==> config.mk <==
export PLATFORM = sky130hd
export DESIGN_NAME = mtimer
export DESIGN_NICKNAME = d
export VERILOG_FILES = /design/src/rtl/mtimer_pkg.sv /design/src/rtl/mt_regdec.sv /design/src/rtl/mt_channel.sv /design/src/rtl/mt_irq.sv /design/src/rtl/mtimer.sv
export SDC_FILE = /design/constraint.sdc
export NUM_CORES = 1
export LEC_CHECK = 0
export BUFFER_PORTS_ARGS = -buffer_cell sky130_fd_sc_hd__buf_2
export CAP_MARGIN = 20
export CORE_MARGIN = 2
export CORE_UTILIZATION = 35
export DETAILED_ROUTE_END_ITERATION = 10
export PLACE_DENSITY = 0.6
export RECOVER_POWER = 50
export SYNTH_ARGS = -nofsm -noshare
export SYNTH_HDL_FRONTEND = slang
export SYNTH_HIERARCHICAL = 1
export SYNTH_SLANG_ARGS = --single-unit
==> constraint.sdc <==
create_clock -name clk -period 2.8 [get_ports clk]
set_input_delay 0.28 -clock clk [delete_from_list [all_inputs] [get_ports clk]]
set_output_delay 0.28 -clock clk [all_outputs]
set_load 0.03 [all_outputs]
==> src/rtl/mtimer_pkg.sv <==
package mtimer_pkg;
  // register offsets (byte addresses)
  localparam int unsigned OFS_CTRL  = 'h00;
  localparam int unsigned OFS_MATCH = 'h18;
  localparam int unsigned OFS_COUNT = 'h48;
  localparam int unsigned OFS_STAT  = 'h60;
  localparam int unsigned OFS_WDOG  = 'h64;
  localparam int unsigned CH_STRIDE = 4;

  // control register layout
  localparam int unsigned CTRL_W = 3;
  localparam int unsigned CB_RUN = 0;
  localparam int unsigned CB_IRQ = 1;
endpackage

==> src/rtl/mt_regdec.sv <==
module mt_regdec
  import mtimer_pkg::*;
#(
  parameter int unsigned NCH = 2,
  parameter int unsigned AW  = 8,
  parameter int unsigned DW  = 32,
  parameter int unsigned CW  = 32
) (
  input  logic                           clk,
  input  logic                           rst,
  input  logic                           bus_sel,
  input  logic                           bus_wr,
  input  logic [AW-1:0]                  bus_addr,
  output logic [NCH-1:0]                 wr_ctrl,
  output logic [NCH-1:0]                 wr_match,
  output logic [NCH-1:0]                 wr_count,
  output logic                           wr_stat,
  output logic                           wr_wdog,
  input  logic [NCH-1:0][CTRL_W-1:0]     ctrl_all,
  input  logic [NCH-1:0][CW-1:0]         match_all,
  input  logic [NCH-1:0][CW-1:0]         count_all,
  input  logic [NCH-1:0]                 stat_all,
  input  logic                           wdog_q,
  output logic [DW-1:0]                  rdata
);

  logic          wr_req;
  logic          rd_req;
  logic [DW-1:0] rd_next;

  assign wr_req = bus_sel & bus_wr;
  assign rd_req = bus_sel & ~bus_wr;

  // per-channel write strobes
  for (genvar g = 0; g < NCH; g++) begin : g_dec
    localparam logic [AW-1:0] A_CTRL  = AW'(OFS_CTRL  + CH_STRIDE * g);
    localparam logic [AW-1:0] A_MATCH = AW'(OFS_MATCH + CH_STRIDE * g);
    localparam logic [AW-1:0] A_COUNT = AW'(OFS_COUNT + CH_STRIDE * g);
    assign wr_ctrl[g]  = wr_req && (bus_addr == A_CTRL);
    assign wr_match[g] = wr_req && (bus_addr == A_MATCH);
    assign wr_count[g] = wr_req && (bus_addr == A_COUNT);
  end

  assign wr_stat = wr_req && (bus_addr == AW'(OFS_STAT));
  assign wr_wdog = wr_req && (bus_addr == AW'(OFS_WDOG));

  // read multiplexer; unmapped addresses give zero
  always_comb begin
    rd_next = '0;
    for (int unsigned i = 0; i < NCH; i++) begin
      if (bus_addr == AW'(OFS_CTRL + CH_STRIDE * i))  rd_next = DW'(ctrl_all[i]);
      if (bus_addr == AW'(OFS_MATCH + CH_STRIDE * i)) rd_next = DW'(match_all[i]);
      if (bus_addr == AW'(OFS_COUNT + CH_STRIDE * i)) rd_next = DW'(count_all[i]);
    end
    if (bus_addr == AW'(OFS_STAT)) rd_next = DW'(stat_all);
    if (bus_addr == AW'(OFS_WDOG)) rd_next = DW'(wdog_q);
  end

  always_ff @(posedge clk) begin
    if (rst)         rdata <= '0;
    else if (rd_req) rdata <= rd_next;
  end

  // a write request hits at most one register
  a_r2_one_target: assert property (@(posedge clk) disable iff (rst)
    $onehot0({wr_ctrl, wr_match, wr_count, wr_stat, wr_wdog}));

  // read data only changes in the cycle after a read request
  a_r2_rdata_hold: assert property (@(posedge clk) disable iff (rst)
    !(bus_sel && !bus_wr) |=> $stable(rdata));

endmodule

==> src/rtl/mt_channel.sv <==
module mt_channel
  import mtimer_pkg::*;
#(
  parameter int unsigned CW = 32
) (
  input  logic              clk,
  input  logic              rst,
  input  logic              wr_ctrl,
  input  logic              wr_match,
  input  logic              wr_count,
  input  logic [CTRL_W-1:0] ctrl_wd,
  input  logic [CW-1:0]     val_wd,
  output logic [CTRL_W-1:0] ctrl_q,
  output logic [CW-1:0]     match_q,
  output logic [CW-1:0]     count_q,
  output logic              hit,
  output logic              ie
);

  logic run;

  assign run = ctrl_q[CB_RUN];
  assign ie  = ctrl_q[CB_IRQ];

  always_ff @(posedge clk) begin
    if (rst)          ctrl_q <= '0;
    else if (wr_ctrl) ctrl_q <= ctrl_wd;
  end

  always_ff @(posedge clk) begin
    if (rst)           match_q <= '0;
    else if (wr_match) match_q <= val_wd;
  end

  // software load wins over the increment; natural wrap at 2^CW
  always_ff @(posedge clk) begin
    if (rst)           count_q <= '0;
    else if (wr_count) count_q <= val_wd;
    else if (run)      count_q <= count_q + 1'b1;
  end

  // counter moves every running cycle, so equality lasts one cycle
  assign hit = run && (count_q == match_q);

  a_r3_count_step: assert property (@(posedge clk) disable iff (rst)
    run && !wr_count |=> count_q == $past(count_q) + 1'b1);

  a_r3_count_hold: assert property (@(posedge clk) disable iff (rst)
    !run && !wr_count |=> $stable(count_q));

  a_r4_load_wins: assert property (@(posedge clk) disable iff (rst)
    wr_count |=> count_q == $past(val_wd));

endmodule

==> src/rtl/mt_irq.sv <==
module mt_irq #(
  parameter int unsigned NCH = 2
) (
  input  logic           clk,
  input  logic           rst,
  input  logic [NCH-1:0] hit,
  input  logic [NCH-1:0] ie,
  input  logic [NCH-1:0] clr_req,
  output logic [NCH-1:0] stat_q,
  output logic [NCH-1:0] irq_q
);

  logic [NCH-1:0] stat_d;

  // a new event in the same cycle as a clear keeps the bit set
  assign stat_d = (stat_q & ~clr_req) | hit;

  always_ff @(posedge clk) begin
    if (rst) begin
      stat_q <= '0;
      irq_q  <= '0;
    end else begin
      stat_q <= stat_d;
      irq_q  <= stat_q & ie;
    end
  end

  for (genvar g = 0; g < NCH; g++) begin : g_chk
    a_r5_event_sets: assert property (@(posedge clk) disable iff (rst)
      hit[g] |=> stat_q[g]);

    a_r8_sticky: assert property (@(posedge clk) disable iff (rst)
      stat_q[g] && !clr_req[g] |=> stat_q[g]);

    a_r8_clears: assert property (@(posedge clk) disable iff (rst)
      clr_req[g] && !hit[g] |=> !stat_q[g]);

    a_r7_masked: assert property (@(posedge clk) disable iff (rst)
      !ie[g] |=> !irq_q[g]);

    a_r6_quiet: assert property (@(posedge clk) disable iff (rst)
      !stat_q[g] && !hit[g] |=> !stat_q[g]);
  end

endmodule

==> src/rtl/mtimer.sv <==
module mtimer
  import mtimer_pkg::*;
#(
  parameter int unsigned NCH = 2,
  parameter int unsigned AW  = 8,
  parameter int unsigned DW  = 32,
  parameter int unsigned CW  = 32
) (
  input  logic           clk,
  input  logic           rst,
  input  logic           bus_sel,
  input  logic           bus_wr,
  input  logic [AW-1:0]  bus_addr,
  input  logic [DW-1:0]  bus_wdata,
  output logic [DW-1:0]  bus_rdata,
  output logic [NCH-1:0] irq
);

  logic [NCH-1:0]             wr_ctrl;
  logic [NCH-1:0]             wr_match;
  logic [NCH-1:0]             wr_count;
  logic                       wr_stat;
  logic                       wr_wdog;
  logic [NCH-1:0][CTRL_W-1:0] ctrl_all;
  logic [NCH-1:0][CW-1:0]     match_all;
  logic [NCH-1:0][CW-1:0]     count_all;
  logic [NCH-1:0]             hit;
  logic [NCH-1:0]             ie;
  logic [NCH-1:0]             stat_all;
  logic [NCH-1:0]             clr_req;
  logic                       wdog_q;

  mt_regdec #(.NCH(NCH), .AW(AW), .DW(DW), .CW(CW)) u_dec (
    .clk       (clk),
    .rst       (rst),
    .bus_sel   (bus_sel),
    .bus_wr    (bus_wr),
    .bus_addr  (bus_addr),
    .wr_ctrl   (wr_ctrl),
    .wr_match  (wr_match),
    .wr_count  (wr_count),
    .wr_stat   (wr_stat),
    .wr_wdog   (wr_wdog),
    .ctrl_all  (ctrl_all),
    .match_all (match_all),
    .count_all (count_all),
    .stat_all  (stat_all),
    .wdog_q    (wdog_q),
    .rdata     (bus_rdata)
  );

  for (genvar g = 0; g < NCH; g++) begin : g_ch
    mt_channel #(.CW(CW)) u_ch (
      .clk      (clk),
      .rst      (rst),
      .wr_ctrl  (wr_ctrl[g]),
      .wr_match (wr_match[g]),
      .wr_count (wr_count[g]),
      .ctrl_wd  (bus_wdata[CTRL_W-1:0]),
      .val_wd   (bus_wdata[CW-1:0]),
      .ctrl_q   (ctrl_all[g]),
      .match_q  (match_all[g]),
      .count_q  (count_all[g]),
      .hit      (hit[g]),
      .ie       (ie[g])
    );
  end

  assign clr_req = wr_stat ? bus_wdata[NCH-1:0] : '0;

  mt_irq #(.NCH(NCH)) u_irq (
    .clk     (clk),
    .rst     (rst),
    .hit     (hit),
    .ie      (ie),
    .clr_req (clr_req),
    .stat_q  (stat_all),
    .irq_q   (irq)
  );

  // watchdog-enable: storage only
  always_ff @(posedge clk) begin
    if (rst)          wdog_q <= 1'b0;
    else if (wr_wdog) wdog_q <= bus_wdata[0];
  end

  // the stored bit changes only on its own write
  a_r11_wdog_hold: assert property (@(posedge clk) disable iff (rst)
    !(bus_sel && bus_wr && bus_addr == AW'(OFS_WDOG)) |=> $stable(wdog_q));

endmodule

* Yosys cells after proc, flatten, opt, wreduce, memory -nomap -nowiden
Index checks and enable logic that the tools add are counted.
Storage, ports and cells: register bits 171, output and inout port bits 34, logic and storage cells 54
Cells by class: $add $sub $neg 2, eq/ne operators 9, multiplexer cells 13, bitwise logic cells 7, reduce and logical (&&, ||, !) cells 13
Operator list (number):
- $mux 32 | 11
- $add 32x1->32 const B | 2
- $eq 32x32->1 | 2
- $eq 8x7->1 const B | 4
- $eq 8x5->1 const B | 2
- $logic_and 1x1->1 | 10
- $eq 8x3->1 const B | 1
- $logic_not 8->1 | 1
- $and 2x2->2 | 2
- $reduce_bool 2->1 | 2
- $mux 3 | 1
- $and 1x1->1 | 2
- $mux 2 | 1
- $not 2->2 | 1
- $or 2x2->2 | 1
- $not 1->1 | 1

* Depth between registers and ports, before layout
depth in word-level cells 9, gate-level depth with buffers 12, gate-level depth less buffers 7

* Hierarchy
Netlist, hierarchy kept.
Modules (own cells, without submodules):
- mt_channel | times used 2, cells an instance 412, area an instance 3555.9 um2, seq. area each 1341.3 um2
- mt_regdec | times used 1, cells an instance 252, area an instance 2095.8 um2, seq. area each 640.6 um2
- mt_irq | times used 1, cells an instance 14, area an instance 125.1 um2, seq. area each 80.1 um2
- mtimer | times used 1, cells an instance 5, area an instance 46.3 um2, seq. area each 20.0 um2

* Worst setup path after synthesis
No wires, ideal clock.
path kind input port to flip-flop, from input port bus_addr[4], to register g_ch[0].u_ch.match_q[24], arrival 2.269 ns, required time 2.672 ns, setup slack 0.404 ns, stages on the path 9, buffers on the path 4, path through buf_2 nor4b_2 and3_1 buf_2 nor2b_1 clkbuf_1 buf_1 mux2i_1 nor2_1
On the way: longest elaborated chain between the ends 2
RTL lines:
- start, declared | RTL line mtimer.sv:13 | input logic [AW-1:0] bus_addr,
- $eq 8x5->1 | RTL line mt_regdec.sv:40 | assign wr_match[g] = wr_req && (bus_addr == A_MATCH);
- $logic_and 1x1->1 | RTL line mt_regdec.sv:40
- via wr_match[0] | RTL line mtimer.sv:20 | logic [NCH-1:0] wr_match;
- end signal, assigned | RTL line mt_channel.sv:32 | else if (wr_match) match_q <= val_wd;
- end, declared | RTL line mt_channel.sv:14 | output logic [CW-1:0] match_q,
The timed path passes the listed nets, and every way through them passes these cells. A chain may end at the register's enable or synchronous reset.

* Worst setup path after layout
from input port bus_addr[5], to register u_dec.rdata[23]
On the way: longest elaborated chain between the ends 8, elaborated cells on any way between the ends 14
RTL lines:
- $eq 8x5->1 | RTL line mt_regdec.sv:52 | if (bus_addr == AW'(OFS_MATCH + CH_STRIDE * i)) rd_next = DW'(match_all[i]);
- $mux 32 | RTL line mt_regdec.sv:52
- $mux 32 | RTL line mt_regdec.sv:53 | if (bus_addr == AW'(OFS_COUNT + CH_STRIDE * i)) rd_next = DW'(count_all[i]);
- $mux 32 | RTL line mt_regdec.sv:51 | if (bus_addr == AW'(OFS_CTRL + CH_STRIDE * i)) rd_next = DW'(ctrl_all[i]);
- $mux 32 | RTL line mt_regdec.sv:52
- $mux 32 | RTL line mt_regdec.sv:53
- $mux 32 | RTL line mt_regdec.sv:55 | if (bus_addr == AW'(OFS_STAT)) rd_next = DW'(stat_all);
- $mux 32 * | RTL line mt_regdec.sv:56 | if (bus_addr == AW'(OFS_WDOG)) rd_next = DW'(wdog_q);
- end signal, assigned | RTL line mt_regdec.sv:61 | else if (rd_req) rdata <= rd_next;
- end, declared | RTL line mt_regdec.sv:24 | output logic [DW-1:0] rdata
Every way passes the cells marked *; elsewhere a longest branch is shown, timed or not.

==> results by group <==
Timing
  – Relative slew slack: 32.98%
  – Setup TNS: 0 ns
  – Final setup violation count: 0
  – Clk_skew: 0.009830 ns
  – Final Hold Fails: 0
  – Slew @ Worst Pin: 0.9964 ns
  – Period utilization: 85.36%
  – Final critical-path required period: 2.390 ns
  – RSZ-0062 raised after global routing: false
  – Max Slew Vio Count: 0
  – Max Freq: 0.4184 GHz

Finish
  – Design area: 0.01072 mm²
  – Area grow syn2layout: 14.30%
  – Non-filler cells in the finished layout: 1491
  – Final-layout fill cell count: 2642
  – Share of layout cells above drive strength 1: 11.42%
  – Final #Nets: 1189
  – Final core area utilization: 40.91%
  – Antenna cell count: 0

Routing
  – Remaining DRCs: 0
  – Drt total wl: 30510 µm
  – Drt first pass iters: 5
  – 1st-iter DRT viols: 692
  – Wire per inst: 20.46 µm
  – Vias post-DR: 8693
  – Detailed-route vias per instance: 5.830
  – Routed Antenna Nets: 0

Worst setup path
  – Crit-path cells: clkbuf_1, nor4b_1, and3_1, clkbuf_2, a22oi_1, o21ai_1, a22o_1
  – CP bufs+invs: 2
  – Critical path class: in2reg
  – CP endpoint kind: flip-flop
  – Reg2reg start: g_ch[1].u_ch/count_q[5]$_SDFFE_PP0P_
  – CP max stage delay: 0.84 ns
  – CP max stage cell: nor4b_1
  – CP Data Arrival Time: 2.77 ns
  – CP Launch Type: primary input
  – Critical path fanouts, max: 29
  – R2r setup slk: 0.48 ns
  – Reg-to-reg endpoint: g_ch[1].u_ch/count_q[22]$_SDFFE_PP0P_
  – Worst reg-to-reg path cell count: 4
  – CP required: 3.18 ns
  – CP top delay family: simple AND/OR/NAND/NOR gates

Yosys
  – Area contributors post-synth: dfxtp_1 (36%), mux2i_1 (7.8%), xor2_1 (6.4%)
  – Most common flop cell mapped by yosys: dfxtp_1
  – Synth Area per Inst: 8.565 µm²
  – Post-synth EDFFs: 0
  – Synthesized area: 0.009379 mm²
  – Syn Nets: 1141
  – Syn Inst Count: 1095
  – Seq cells post-synth: 171
  – Top cell type's share of synthesized area: 36.50%
  – Yosys top cell by area: dfxtp_1
  – Distinct cell type count after synthesis: 61
  – Ys async rst share: 0%
  – Yosys warning count: 6
  – Post-synthesis sequential area ratio: 36.50%

Clocking
  – CTS Hold Bufs: 0
  – CTS root buf: clkbuf_16
  – Sink Count: 171
  – Post-cts resize count: 0
  – Num CTS Buffers: 17
  – Clk Latency, worst-skew pair: 0.44 ns
  – Clk slew on worst S/H paths: 0.07 ns
  – CTS tree: yes
  – # Post-CTS Setup Buffers: 0
  – Max clock buf depth: 2
  – H-tree depth: 4

Worst hold path
  – Worst Hold Depth: 3
  – Hold endpoint: g_ch[1].u_ch/count_q[3]$_SDFFE_PP0P_
  – Worst min path class: in2reg
  – Worst hold start: bus_wdata[3]

Power
  – Switching Share: 23.56%
  – LEAKAGE: 3.866 nW
  – Int Power: 0.003949 W
  – Sequential power share: 47.2%
  – Clock power share: 48.7%
  – Comb pwr share: 4.2%
  – Switching pwr: 0.001217 W
  – Worst vdd ir: 0.3482 mV
  – Pwr/cell area: 481.9 mW/mm²

Run status
  – Status: finished clean

Global routing
  – First-pass GRT wire length: 47200 µm
  – Initial antenna violation count: 0
  – Total GRT Usage: 21.56%
  – Largest net degree at the start of global routing: 115
  – Vias in the first global route: 8165
  – Congestion Overflow GR: 0

Floorplan
  – Die Y: 167.7 µm
  – Die width: 167.7 µm
  – Initial Util: 35.79%
  – Rows: 59
  – I/O pin total: 78
  – Die Area: 0.02812 mm²
  – Core ar.: 0.02621 mm²

Placed design
  – Final HPWL DP: 21940 µm
  – DP Cell Count: 1459
  – Total placed instance area: 0.01023 mm²
  – RePlAce Congestion: 0.8827
  – PortBufs: 77

Run
  – MaxCap Viol Count: 0
## registers in the layout, summed over array words and instances (netlist names)
| register | count |
|---|---|
| g_ch.u_ch/count_q | 64 |
| g_ch.u_ch/ctrl_q | 6 |
| g_ch.u_ch/match_q | 64 |
| u_dec/rdata | 32 |
| u_irq/irq_q | 2 |
| u_irq/stat_q | 2 |
| wdog_q | 1 |
## metal layers
layer	vias to the layer above	track usage [%]	wire (µm)
li1	4174	-	-
met1	4230	30.96	14520
met2	257	33.32	13840
met3	32	3.191	1560
met4	0	6.616	597
met5	-	0	0
## metrics by stage
step	power (W)	hold WS [ns]	setup WS, ns
after floorplan	0.002582	0.3491	0.4037
after global placement	0.002708	0.4577	0.5970
after detailed placement	0.002709	0.4604	0.5117
after CTS	0.005204	0.1408	0.5120
after global routing	0.005304	0.1586	0.2416
final	0.005166	0.1524	0.4100
## power by group through the flow
stage	Sequential, W	Clock, W	Combinational (W)
after global routing	0.00244	0.00264	0.000230
after CTS	0.00244	0.00255	0.000217
after floorplan	0.00249	0	0.0000888
after global placement	0.00249	0	0.000217
after detailed placement	0.00249	0	0.000217
final	0.00244	0.00251	0.000216
## placed cells by master, fill, tap and decap left out, types with 22 or more instances in the layout
master and count:
dfxtp_1 171, nor2_1 122, mux2i_1 73, xor2_1 68
a22oi_1 59, nand2_1 48, buf_2 41, clkbuf_1 38
nand3_1 38, buf_4 38, a21oi_1 34, nor4_1 32
a22o_1 29, a211oi_1 28, o21ai_0 25, inv_1 22
## synthesized netlist by cell type, drive strengths merged, types with 2 or more instances
library cell,n
a311oi,15
dfxtp,171
and3,17
nand4b,5
a22o,29
and4,6
a211o,4
or3,6
xnor2,20
mux2i,73
nand4,23
or2,2
a41o,2
nor2b,8
and2,4
nand2,48
o31ai,10
a22oi,59
nand3,38
nor4b,5
nor4,34
nand3b,3
a311o,2
o211ai,12
a21oi,34
or4,23
ha,2
buf,31
nor3,14
xor2,68
o311ai,5
o21ai,44
nor3b,12
clkbuf,63
a221oi,5
a211oi,28
o31a,2
nand2b,4
nor2,125
inv,22
a2111oi,8
## layout make-up
cell class	instances	area [µm²]	share of cell area (%)
Multi-Input combinational cell	808	5477	51.09
Sequential cell	171	3423	31.93
Clock buffer	20	456.7	4.260
Inverter	22	82.58	0.7703
Clock inverter	12	162.7	1.517
Timing Repair Buffer	123	699.4	6.524
Tap cell	335	419.2	3.910
## kinds of logic (layout without fill, tap and decap cells)
logic type,Yosys count,after routing,synth area share (%)
and+or+nand+nor,380,380,22.02
AOI/OAI and AO/OA,265,265,20.18
DFF,171,171,36.50
buffers and inverters,116,177,5.016
xor gates and xnor gates,88,88,8.218
muxes,73,73,7.791
adders and majority gates,2,2,0.2668
## worst reg2reg max path, stage by stage, from the launching register on
cell	delay, ns
dfxtp_1	0.48
nand3_1	0.37
or4_4	0.63
or4_1	0.48
a311oi_1	0.27
## worst max path at each step
stage,from,endpoint,slack (ns),depth (start not counted)
floorplan,bus_addr[4],g_ch[0].u_ch/match_q[24]$_SDFFE_PP0P_,0.40,9
global placement,g_ch[1].u_ch/count_q[1]$_SDFFE_PP0P_,g_ch[1].u_ch/count_q[18]$_SDFFE_PP0P_,0.60,5
detailed placement,g_ch[0].u_ch/count_q[4]$_SDFFE_PP0P_,g_ch[0].u_ch/count_q[16]$_SDFFE_PP0P_,0.51,5
CTS,g_ch[1].u_ch/count_q[5]$_SDFFE_PP0P_,g_ch[1].u_ch/count_q[22]$_SDFFE_PP0P_,0.51,4
global route,bus_addr[5],g_ch[0].u_ch/match_q[18]$_SDFFE_PP0P_,0.24,7
finish,bus_addr[5],u_dec/rdata[23]$_SDFFE_PP0P_,0.41,7
Power figures use the tool's default switching activity.
